File: config.mk
export PLATFORM = sky130hd
export DESIGN_NAME = lldc_chain_seq
export DESIGN_NICKNAME = d
export VERILOG_FILES = /design/src/rtl/lldc_pkg.sv /design/src/rtl/lldc_fetch.sv /design/src/rtl/lldc_regfile.sv /design/src/rtl/lldc_ctrl.sv /design/src/rtl/lldc_chain_seq.sv
export SDC_FILE = /design/constraint.sdc
export NUM_CORES = 1
export LEC_CHECK = 0
export BUFFER_PORTS_ARGS = -buffer_cell sky130_fd_sc_hd__buf_2
export CORE_MARGIN = 3
export CORE_UTILIZATION = 38
export CTS_CLUSTER_SIZE = 12
export DETAILED_ROUTE_END_ITERATION = 8
export GPL_ROUTABILITY_DRIVEN = 0
export GPL_TIMING_DRIVEN = 0
export PLACE_DENSITY = 0.63
export SLEW_MARGIN = 20
export SYNTH_ARGS = -nofsm -noshare
export SYNTH_HDL_FRONTEND = slang
export SYNTH_SLANG_ARGS = --single-unit
File: constraint.sdc
create_clock -name clk -period 2.58 [get_ports clk]
set_input_delay 0.387 -clock clk [delete_from_list [all_inputs] [get_ports clk]]
set_output_delay 0.387 -clock clk [all_outputs]
set_load 0.005 [all_outputs]
File: src/rtl/lldc_pkg.sv
package lldc_pkg;

  // Descriptor word order; software write index uses the same numbering.
  localparam int unsigned DESC_WORDS = 9;
  localparam int unsigned W_SRC   = 0;
  localparam int unsigned W_DST   = 1;
  localparam int unsigned W_XCNT  = 2;
  localparam int unsigned W_ZYCNT = 3;
  localparam int unsigned W_SSTEP = 4;
  localparam int unsigned W_DSTEP = 5;
  localparam int unsigned W_RSVD  = 6;
  localparam int unsigned W_LINK  = 7;
  localparam int unsigned W_CTRL  = 8;

  // Stored fields: every descriptor word except the reserved one.
  localparam int unsigned N_FIELDS = DESC_WORDS - 1;
  localparam int unsigned IDX_W    = $clog2(DESC_WORDS);

  // Field slot numbers inside the register file.
  localparam int unsigned F_SRC   = 0;
  localparam int unsigned F_DST   = 1;
  localparam int unsigned F_XCNT  = 2;
  localparam int unsigned F_ZYCNT = 3;
  localparam int unsigned F_SSTEP = 4;
  localparam int unsigned F_DSTEP = 5;
  localparam int unsigned F_LINK  = 6;
  localparam int unsigned F_CTRL  = 7;

  typedef enum logic [1:0] {
    ST_IDLE,
    ST_RUN,
    ST_REQ,
    ST_WAIT
  } seq_state_e;

endpackage

File: src/rtl/lldc_fetch.sv
module lldc_fetch
  import lldc_pkg::*;
#(
  parameter int unsigned DW         = 32,
  parameter int unsigned ALIGN_BITS = 5
) (
  input  logic                     clk,
  input  logic                     rst_n,
  input  logic                     load,
  input  logic [DW-ALIGN_BITS-1:0] link_hi,
  input  logic                     adv,
  output logic [DW-1:0]            mem_addr,
  output logic [IDX_W-1:0]         word_idx
);

  localparam int unsigned BASE_W = DW - ALIGN_BITS;

  logic [BASE_W-1:0] base_q, base_d;
  logic [IDX_W-1:0]  idx_q, idx_d;

  always_comb begin
    base_d = base_q;
    idx_d  = idx_q;
    if (load) begin
      base_d = link_hi;
      idx_d  = '0;
    end else if (adv) begin
      idx_d  = idx_q + 1'b1;
    end
  end

  always_ff @(posedge clk or negedge rst_n) begin
    if (!rst_n) begin
      base_q <= '0;
      idx_q  <= '0;
    end else begin
      base_q <= base_d;
      idx_q  <= idx_d;
    end
  end

  // Descriptor spans more than one alignment unit, so add rather than OR.
  assign mem_addr = {base_q, {ALIGN_BITS{1'b0}}} + DW'({idx_q, 2'b00});
  assign word_idx = idx_q;

endmodule

File: src/rtl/lldc_regfile.sv
module lldc_regfile
  import lldc_pkg::*;
#(
  parameter int unsigned DW = 32
) (
  input  logic                         clk,
  input  logic                         rst_n,
  input  logic                         sw_ld,
  input  logic [IDX_W-1:0]             sw_idx,
  input  logic [DW-1:0]                sw_wdata,
  input  logic                         fetch_wr,
  input  logic [IDX_W-1:0]             fetch_idx,
  input  logic [DW-1:0]                rdata,
  input  logic                         commit,
  output logic [N_FIELDS-1:0][DW-1:0]  fields_o
);

  for (genvar f = 0; f < N_FIELDS; f++) begin : g_field
    localparam int unsigned WIDX = (f < W_RSVD) ? f : f + 1;

    logic [DW-1:0] q, d;

    if (f == N_FIELDS - 1) begin : g_last
      // Final word arrives with the commit itself; no shadow needed.
      always_comb begin
        d = q;
        if (commit) begin
          d = rdata;
        end else if (sw_ld && (sw_idx == IDX_W'(WIDX))) begin
          d = sw_wdata;
        end
      end
    end else begin : g_body
      logic [DW-1:0] sh_q, sh_d;

      always_comb begin
        sh_d = sh_q;
        if (fetch_wr && (fetch_idx == IDX_W'(WIDX))) begin
          sh_d = rdata;
        end
      end

      always_ff @(posedge clk or negedge rst_n) begin
        if (!rst_n) begin
          sh_q <= '0;
        end else begin
          sh_q <= sh_d;
        end
      end

      always_comb begin
        d = q;
        if (commit) begin
          d = sh_q;
        end else if (sw_ld && (sw_idx == IDX_W'(WIDX))) begin
          d = sw_wdata;
        end
      end
    end

    always_ff @(posedge clk or negedge rst_n) begin
      if (!rst_n) begin
        q <= '0;
      end else begin
        q <= d;
      end
    end

    assign fields_o[f] = q;
  end

endmodule

File: src/rtl/lldc_ctrl.sv
module lldc_ctrl
  import lldc_pkg::*;
(
  input  logic             clk,
  input  logic             rst_n,
  input  logic             sw_we,
  input  logic [IDX_W-1:0] sw_idx,
  input  logic             sw_en_bit,
  input  logic             force_close,
  input  logic             seg_done,
  input  logic             link_zero,
  input  logic             irq_en,
  input  logic             mem_rvalid,
  input  logic [IDX_W-1:0] word_idx,
  output logic             busy,
  output logic             mem_req,
  output logic             seg_start,
  output logic             seg_evt,
  output logic             sw_ld,
  output logic             fetch_ld,
  output logic             fetch_wr,
  output logic             commit
);

  seq_state_e state_q, state_d;
  logic       start_d, evt_d;

  always_comb begin
    state_d  = state_q;
    start_d  = 1'b0;
    evt_d    = 1'b0;
    fetch_ld = 1'b0;
    fetch_wr = 1'b0;
    commit   = 1'b0;
    sw_ld    = sw_we && (state_q == ST_IDLE) && !force_close;
    case (state_q)
      ST_IDLE: begin
        if (sw_ld && (sw_idx == IDX_W'(W_CTRL)) && sw_en_bit) begin
          state_d = ST_RUN;
          start_d = 1'b1;
        end
      end
      ST_RUN: begin
        if (seg_done) begin
          evt_d = irq_en;
          if (link_zero) begin
            state_d = ST_IDLE;
          end else begin
            state_d  = ST_REQ;
            fetch_ld = 1'b1;
          end
        end
      end
      ST_REQ: begin
        state_d = ST_WAIT;
      end
      ST_WAIT: begin
        if (mem_rvalid) begin
          fetch_wr = 1'b1;
          if (word_idx == IDX_W'(DESC_WORDS - 1)) begin
            commit  = 1'b1;
            state_d = ST_RUN;
            start_d = 1'b1;
          end else begin
            state_d = ST_REQ;
          end
        end
      end
      default: state_d = ST_IDLE;
    endcase
    if (force_close) begin
      state_d  = ST_IDLE;
      start_d  = 1'b0;
      evt_d    = 1'b0;
      fetch_ld = 1'b0;
      fetch_wr = 1'b0;
      commit   = 1'b0;
    end
  end

  always_ff @(posedge clk or negedge rst_n) begin
    if (!rst_n) begin
      state_q   <= ST_IDLE;
      seg_start <= 1'b0;
      seg_evt   <= 1'b0;
    end else begin
      state_q   <= state_d;
      seg_start <= start_d;
      seg_evt   <= evt_d;
    end
  end

  assign busy    = (state_q != ST_IDLE);
  assign mem_req = (state_q == ST_REQ);

  AST_START_ONE_CYCLE: assert property (@(posedge clk) disable iff (!rst_n)
    seg_start |=> !seg_start);
  AST_IDLE_NO_READ: assert property (@(posedge clk) disable iff (!rst_n)
    !busy |-> !mem_req);
  AST_REQ_ONE_CYCLE: assert property (@(posedge clk) disable iff (!rst_n)
    mem_req |=> !mem_req);
  AST_EVT_FOLLOWS_DONE: assert property (@(posedge clk) disable iff (!rst_n)
    seg_evt |-> $past(seg_done));
  AST_CLOSE_GOES_IDLE: assert property (@(posedge clk) disable iff (!rst_n)
    force_close |=> !busy);

endmodule

File: src/rtl/lldc_chain_seq.sv
module lldc_chain_seq
  import lldc_pkg::*;
#(
  parameter int unsigned DW         = 32,
  parameter int unsigned ALIGN_BITS = 5,
  parameter int unsigned EN_BIT     = 0,
  parameter int unsigned IRQ_LO     = 4,
  parameter int unsigned IRQ_HI     = 5
) (
  input  logic             clk,
  input  logic             rst_n,
  input  logic             sw_we,
  input  logic [IDX_W-1:0] sw_idx,
  input  logic [DW-1:0]    sw_wdata,
  input  logic             force_close,
  input  logic             seg_done,
  output logic             seg_start,
  output logic             seg_evt,
  output logic             busy,
  output logic [DW-1:0]    chan_src,
  output logic [DW-1:0]    chan_dst,
  output logic [DW-1:0]    chan_xcnt,
  output logic [DW-1:0]    chan_zycnt,
  output logic [DW-1:0]    chan_sstep,
  output logic [DW-1:0]    chan_dstep,
  output logic [DW-1:0]    chan_link,
  output logic [DW-1:0]    chan_ctrl,
  output logic             mem_req,
  output logic [DW-1:0]    mem_addr,
  input  logic             mem_rvalid,
  input  logic [DW-1:0]    mem_rdata
);

  logic [N_FIELDS-1:0][DW-1:0] fields;
  logic                        sw_ld, fetch_ld, fetch_wr, commit;
  logic [IDX_W-1:0]            word_idx;
  logic                        link_zero, irq_en;

  assign link_zero = (chan_link == '0);
  assign irq_en    = chan_ctrl[IRQ_HI] & chan_ctrl[IRQ_LO];

  lldc_ctrl u_ctrl (
    .clk         (clk),
    .rst_n       (rst_n),
    .sw_we       (sw_we),
    .sw_idx      (sw_idx),
    .sw_en_bit   (sw_wdata[EN_BIT]),
    .force_close (force_close),
    .seg_done    (seg_done),
    .link_zero   (link_zero),
    .irq_en      (irq_en),
    .mem_rvalid  (mem_rvalid),
    .word_idx    (word_idx),
    .busy        (busy),
    .mem_req     (mem_req),
    .seg_start   (seg_start),
    .seg_evt     (seg_evt),
    .sw_ld       (sw_ld),
    .fetch_ld    (fetch_ld),
    .fetch_wr    (fetch_wr),
    .commit      (commit)
  );

  lldc_fetch #(
    .DW         (DW),
    .ALIGN_BITS (ALIGN_BITS)
  ) u_fetch (
    .clk      (clk),
    .rst_n    (rst_n),
    .load     (fetch_ld),
    .link_hi  (chan_link[DW-1:ALIGN_BITS]),
    .adv      (fetch_wr),
    .mem_addr (mem_addr),
    .word_idx (word_idx)
  );

  lldc_regfile #(
    .DW (DW)
  ) u_regs (
    .clk       (clk),
    .rst_n     (rst_n),
    .sw_ld     (sw_ld),
    .sw_idx    (sw_idx),
    .sw_wdata  (sw_wdata),
    .fetch_wr  (fetch_wr),
    .fetch_idx (word_idx),
    .rdata     (mem_rdata),
    .commit    (commit),
    .fields_o  (fields)
  );

  assign chan_src   = fields[F_SRC];
  assign chan_dst   = fields[F_DST];
  assign chan_xcnt  = fields[F_XCNT];
  assign chan_zycnt = fields[F_ZYCNT];
  assign chan_sstep = fields[F_SSTEP];
  assign chan_dstep = fields[F_DSTEP];
  assign chan_link  = fields[F_LINK];
  assign chan_ctrl  = fields[F_CTRL];

  AST_LINK_HELD_IN_FETCH: assert property (@(posedge clk) disable iff (!rst_n)
    mem_req |=> $stable(chan_link));

endmodule

==> results of run 1 <==
-- path summary, 6_finish.rpt --
kind	endpoint	slack [ps]	cells after the start
min	u_ctrl.seg_start$_DFF_PN0_	120	3
max in group asynchronous	u_regs.g_field[3].q[0]$_DFFE_PN0P_	990	4
min reg2reg	u_regs.g_field[5].g_body.sh_q[8]$_DFFE_PN0P_	500	1
max reg2reg	u_ctrl.state_q[1]$_DFFE_PN0P_	120	7
min in group asynchronous	u_regs.g_field[2].q[23]$_DFFE_PN0P_	250	2
max	mem_addr[17]	-0.5	8
-- logic make-up after synthesis --
kind of cell	share of synthesized area (%)
AO/OA/AOI/OAI	7.28
other	0.0166
flip-flops	57.1
AND/OR/NAND/NOR	14.6
buffers and inverters	5.27
adder cells (fa/ha/maj)	0.554
multiplexers	14.1
XOR/XNOR	1.09
-- through the flow --
step	hold WS (ps)	instances
after global placement	476	3187
after floorplan	91.4	2091
after detailed placement	289	3192
final	124	3293
after CTS	90.3	3291
after global routing	121	3291
-- final cells by class --
type,count,area share (%)
Timing Repair Buffer,342,6.82
Inverter,10,0.138
Sequential cell,515,47.5
Clock inverter,10,0.355
Tap cell,765,3.52
Clock buffer,85,5.96
Antenna cell,2,0.0184
Buffer,172,4.25
Multi-Input combinational cell,1392,31.5
-- timing repair --
| item | in CTS | in global routing |
|---|---|---|
| pin swaps | 4 | 6 |
| buffers inserted | 3 | 2 |
| endpoints found under the hold margin | 35 | 0 |
| hold buffers | 1 | 0 |
| setup endpoints to repair | 11 | 71 |
| resized for setup | 8 | 8 |
-- report_power, final --
group | internal, W | switching (W) | leakage [nW]
combinational | 0.00181 | 0.00203 | 6.82
sequential | 0.00926 | 0.00111 | 6.94
clock | 0.00439 | 0.00329 | 0.838
total | 0.0155 | 0.00643 | 14.6
-- placed cells by master (no fill, tap or decap), types with 3 or more instances in the layout --
cell type	Yosys	routed
a21oi_1	34	34
a31oi_1	224	224
and2_1	8	6
and3_1	14	13
and4_1	3	3
buf_16	0	5
buf_2	109	437
buf_4	17	22
buf_6	35	36
buf_8	3	4
clkbuf_1	9	23
clkbuf_16	0	55
clkbuf_8	0	13
clkinv_2	0	3
clkinv_4	0	4
dfrtp_1	515	514
ha_1	10	8
inv_1	9	9
mux2_1	20	20
mux2_2	223	223
mux2_4	8	8
mux2i_1	32	32
nand2_1	453	453
nand2_2	7	7
nand3_1	20	18
nand3_2	1	3
nand4_1	12	12
nor2_1	259	259
nor2b_1	3	3
nor4_1	8	8
xnor2_1	24	24
xor2_1	4	4
-- state kept, by name, indices dropped and copies added (netlist names) --
name / cells
u_ctrl.state_q: 2
u_fetch.word_idx: 4
u_fetch.base_q: 27
u_regs.g_field.q: 256
u_regs.g_field.g_body.sh_q: 224
u_ctrl.seg_evt: 1
u_ctrl.seg_start: 1
-- cell usage after synthesis (2+ instances only) --
cell type | n | area, um^2
nand2_2 | 7 | 43.8
xnor2_1 | 24 | 210
and2_1 | 8 | 50.1
nand4_1 | 12 | 75.1
mux2_4 | 8 | 120
clkbuf_1 | 9 | 33.8
xor2_1 | 4 | 35.0
nor2_1 | 259 | 972
nor2_4 | 2 | 22.5
and3b_1 | 2 | 17.5
buf_8 | 3 | 45.0
mux2i_1 | 32 | 320
nor4_1 | 8 | 50.1
inv_1 | 9 | 33.8
nor2b_1 | 3 | 18.8
a21oi_1 | 34 | 170
ha_1 | 10 | 125
mux2_2 | 223 | 2510
buf_4 | 17 | 128
nand2_1 | 453 | 1700
mux2_1 | 20 | 225
dfrtp_1 | 515 | 12900
nand3_1 | 20 | 100
and4_1 | 3 | 26.3
buf_6 | 35 | 394
a31oi_1 | 224 | 1400
and3_1 | 14 | 87.6
buf_2 | 109 | 546
-- critical path: stages, from the launching register on --
cell and delay (ps):
dfrtp_2 440, ha_4 180, ha_4 150, and2_4 150, and4_1 150, buf_6 140, buf_4 130, xor2_1 130
buf_2 120
-- per-layer routing --
metal  vias up  global-route usage, %
li1       7904                      -
met2       737                   41.6
met1      9210                   33.5
met3       172                   5.74
met4        14                   9.60
met5         -                      0
==> results.json, run 1 <==
{
  "dieHeight_um": 250,
  "viasPerCell": 5.48,
  "finalCritPeriodShare_pct": 100,
  "slew_violations": 0,
  "synth_cells": 2090,
  "ys_seq_elements": 515,
  "fmax_ghz": 0.388,
  "regArea_um2": 12900,
  "yosys_warnings": 0,
  "h-tree-depth": 2,
  "p_leak_nw": 14.6,
  "postPlaceCellArea_um2": 25300,
  "p_total_w": 0.0219,
  "rows": 88,
  "synth-edff-count": 0,
  "antenna_found_initial": 7,
  "worstSetupEndpointType": "primary output",
  "dp_hpwl_mm": 58.5,
  "gr-usage-all-layers_pct": 25.6,
  "setup_ws_ps": -0.543,
  "cts_buffer_depth": 3,
  "cts-root-buf": "clkbuf_16",
  "violations": "negative setup slack",
  "num_vias": 18000,
  "ys_types": 51,
  "portBuffers": 331,
  "drive_gt1_share_pct": 33.3,
  "post_drt_wl_per_cell_um": 24.8,
  "area_growth_syn_to_layout_pct": 20.3,
  "p_per_area_nw_per_um2": 806,
  "postRouteAntennaNets": 0,
  "cts_buffers": 55,
  "fill_cells": 5410,
  "crit_required_ps": 2190,
  "design_area_um2": 27200,
  "wl_mm": 81.8,
  "core_um2": 58200,
  "cts.sink_count": 515,
  "crit_type": "flop to primary output",
  "setup_violations": 1,
  "worst-path-max-fanout": 8,
  "grt_max_degree": 102,
  "wl_met1_mm": 34.0,
  "grt_pass1_wl_mm": 119,
  "peakVddDrop_mv": 0.445,
  "drc": 0,
  "die_x_um": 250,
  "synthArstFlopShare_pct": 100,
  "layout_min_cycle_time_ps": 2580,
  "initial_utilization_pct": 38.8,
  "dieArea_um2": 62400,
  "rr_startpoint": "u_ctrl.state_q[0]$_DFFE_PN0P_",
  "grt-ovfl-total": 0,
  "dr.max_layer_used": "met5",
  "worst_pin_slew_ps": 712,
  "setup.worst_path.start": "u_fetch.word_idx[3]$_DFFE_PN0P_",
  "io-pin-count": 366,
  "drt_iter0_drc": 1544,
  "fin_worst_skew_ps": 21.6,
  "multi_input_area_um2": 8550,
  "ys_seq_area_share_pct": 57.1,
  "critPathLaunchType": "flop",
  "cts_tree": "built",
  "syn_avg_cell_area_um2": 10.8,
  "clkSlewWorstSetupHoldPaths_ps": 60,
  "synth-main-ff-cell": "dfrtp_1",
  "hold_class": "input port to flop",
  "post-route-util_pct": 46.6,
  "worstHoldStart": "mem_rvalid",
  "dr_wl_met2_mm": 38.5,
  "rsz0062_at_grt": "true",
  "maxCapViolations": 0,
  "status": "finished, violations left",
  "setup_tns_ps": -0.543,
  "cp.arrival_ps": 2190,
  "grt_pass1_vias": 18000,
  "synth.cell_area_um2": 22600,
  "drt-pass1-iter-count": 6,
  "relSlewSlack_pct": 52.5,
  "nNetsFinal": 2572,
  "clk_latency_ps": 610,
  "wl_met3_mm": 6.31,
  "finalHoldViolations": 0,
  "pre_cts_slack_ps": 44.8
}
(Power assumes the default switching activity.)
==> run 2, diff against run 1 <==
--- a/config.mk
+++ b/config.mk
@@ -13,6 +13,7 @@
 export GPL_ROUTABILITY_DRIVEN = 0
 export GPL_TIMING_DRIVEN = 0
 export PLACE_DENSITY = 0.63
+export REMOVE_ABC_BUFFERS = 1
 export SLEW_MARGIN = 20
 export SYNTH_ARGS = -nofsm -noshare
 export SYNTH_HDL_FRONTEND = slang
==> constraint.sdc (replaced) <==
create_clock -name clk -period 3.27 [get_ports clk]
set_input_delay 0.4905 -clock clk [delete_from_list [all_inputs] [get_ports clk]]
set_output_delay 0.4905 -clock clk [all_outputs]
set_load 0.005 [all_outputs]
==> run 2 against run 1 <==
  * The run now ends clean
  * Utilization down 0.64 points
  * Total power down 20%
  * Die area is the same
==> results.json, run 2 (synthesized netlist as in run 1, its figures left out) <==
{
  "status": "completed",
  "crit_family": "simple AND/OR/NAND/NOR gates",
  "antenna_found_initial": 0,
  "placed_cells": 3066,
  "largest_registers": "u_regs.g_field.q x256, u_regs.g_field.g_body.sh_q x224, u_fetch.base_q x27",
  "crit_top_cell": "ha_1",
  "fin_worst_skew_ps": 15.4,
  "p_sw_w": 0.00501,
  "drive_gt1_share_pct": 30.7,
  "clkSlewWorstSetupHoldPaths_ps": 60,
  "postRouteAntennaNets": 0,
  "wl_met1_mm": 31.4,
  "layout_min_cycle_time_ps": 3050,
  "p_leak_nw": 14.4,
  "portBuffers": 363,
  "cp.arrival_ps": 2560,
  "p_int_w": 0.0125,
  "p_clk_share_pct": 36.4,
  "relSlewSlack_pct": 43.4,
  "grt_pass1_wl_mm": 108,
  "gr-usage-all-layers_pct": 22.6,
  "grt_pass1_vias": 16900,
  "cts_buffers": 56,
  "finalCritPeriodShare_pct": 93.4,
  "critPathLaunchType": "flop",
  "fin_cells": 3168,
  "pre_cts_slack_ps": 123,
  "crit_required_ps": 2780,
  "setup_ws_ps": 217,
  "crit_path_cell_trace": "ha_1, ha_1, and2_1, and4_4, nand3_1, xnor2_2, buf_2",
  "fmax_ghz": 0.328,
  "diodes": 0,
  "top_register": "u_regs.g_field.q",
  "mostFrequentLayoutCells": "dfrtp_1, nand2_1, buf_2",
  "rsz0062_at_grt": "false",
  "setup_violations": 0,
  "nNetsFinal": 2446,
  "cts.sink_count": 515,
  "p_seq_share_pct": 46.3,
  "slew_violations": 0,
  "post_drt_wl_per_cell_um": 22.9,
  "grt-ovfl-total": 0,
  "viasPerCell": 5.49,
  "area_growth_syn_to_layout_pct": 18.7,
  "dieArea_um2": 62400,
  "clk_latency_ps": 590,
  "post_cts_buffers": 0,
  "crit_type": "flop to primary output",
  "p_per_area_nw_per_um2": 655,
  "dr_wl_met2_mm": 33.7,
  "dp_hpwl_mm": 46.2,
  "initial_utilization_pct": 38.8,
  "worst_pin_slew_ps": 846,
  "peakVddDrop_mv": 0.517,
  "slowest_stage": "dfrtp_1",
  "drt_iter0_drc": 1435,
  "pwr-share-comb_pct": 17.3,
  "h-tree-depth": 2,
  "dr.max_layer_used": "met4",
  "worstSetupEndpointType": "primary output",
  "maxCapViolations": 0,
  "io-pin-count": 366,
  "die_x_um": 250,
  "cts-root-buf": "clkbuf_16",
  "finalHoldViolations": 0,
  "drt-pass1-iter-count": 6,
  "num_vias": 17400,
  "cts_tree": "built",
  "dieHeight_um": 250,
  "post-route-util_pct": 46.0,
  "regArea_um2": 12900,
  "hold_class": "input port to flop",
  "grt_max_degree": 136,
  "cp_num_buf_inv": 1,
  "worst-path-max-fanout": 8,
  "wl_met3_mm": 5.70,
  "drc": 0,
  "p_total_w": 0.0176,
  "largest_reg_flops": 256,
  "fill_cells": 5315,
  "multi_input_area_um2": 8690,
  "cts_buffer_depth": 3,
  "rows": 88,
  "hold_ws_ps": 189,
  "slowest_delay_ps": 400,
  "switching_share_pct": 28.5,
  "final_common_cell": "dfrtp_1",
  "wl_mm": 72.6,
  "core_um2": 58200
}
-- run 2: cell count changes in the layout (fill, tap and decap cells not counted), sizes merged --
cell	change
inv	-1
clkbuf	-10
bufinv	+3
clkinvlp	+1
clkinv	+3
buf	-120
nand2	+1
diode	-2
-- run 2: path summary, 6_finish.rpt --
| kind | startpoint | end | cells past startpoint | slack, ps |
|---|---|---|---|---|
| max reg2reg | u_fetch.word_idx[0]$_DFFE_PN0P_ | u_regs.g_field[2].q[24]$_DFFE_PN0P_ | 9 | 220 |
| max | u_fetch.word_idx[3]$_DFFE_PN0P_ | mem_addr[21] | 7 | 220 |
| min reg2reg | u_regs.g_field[5].g_body.sh_q[8]$_DFFE_PN0P_ | u_regs.g_field[5].g_body.sh_q[8]$_DFFE_PN0P_ | 1 | 500 |
| min in group asynchronous | rst_n | u_regs.g_field[3].g_body.sh_q[0]$_DFFE_PN0P_ | 2 | 520 |
| min | force_close | u_ctrl.seg_start$_DFF_PN0_ | 2 | 190 |
| max in group asynchronous | rst_n | u_regs.g_field[0].g_body.sh_q[29]$_DFFE_PN0P_ | 4 | 1360 |
-- run 2: layout make-up --
type,count,area share (%)
flip-flops and latches,515,48.1
multi-input cells,1393,32.4
repair buffers,386,8.80
clock buffers,83,6.25
well taps,765,3.57
clock inverters,16,0.691
inverters,10,0.140
-- run 2: power groups by stage --
stage,Clock [W],Combinational [W],Sequential (W)
floorplan,0,0.00120,0.00805
global placement,0,0.00292,0.00820
detailed placement,0,0.00306,0.00824
CTS,0.00652,0.00308,0.00814
global route,0.00679,0.00336,0.00825
finish,0.00639,0.00303,0.00813
-- run 2: stage by stage --
stage               cell area [um^2]  setup TNS [ps]
global placement               24200        -5008800
CTS                            26700               0
floorplan                      21400         -154960
global route                   26800               0
finish                         26800               0
detailed placement             24900               0
-- run 2: what timing repair did --
item | in CTS | in global routing
pin swaps | 0 | 1
gates cloned | 0 | 2
setup endpoints to repair | 3 | 52
endpoints found under the hold margin | 88 | 0
resized for setup | 1 | 2
hold buffers | 1 | 0
-- run 2: layer usage --
metal | track usage [%] | vias to the layer above
met5 | 0 | -
met4 | 6.05 | 0
met3 | 5.06 | 118
met2 | 35.6 | 673
met1 | 31.5 | 8893
li1 | - | 7693
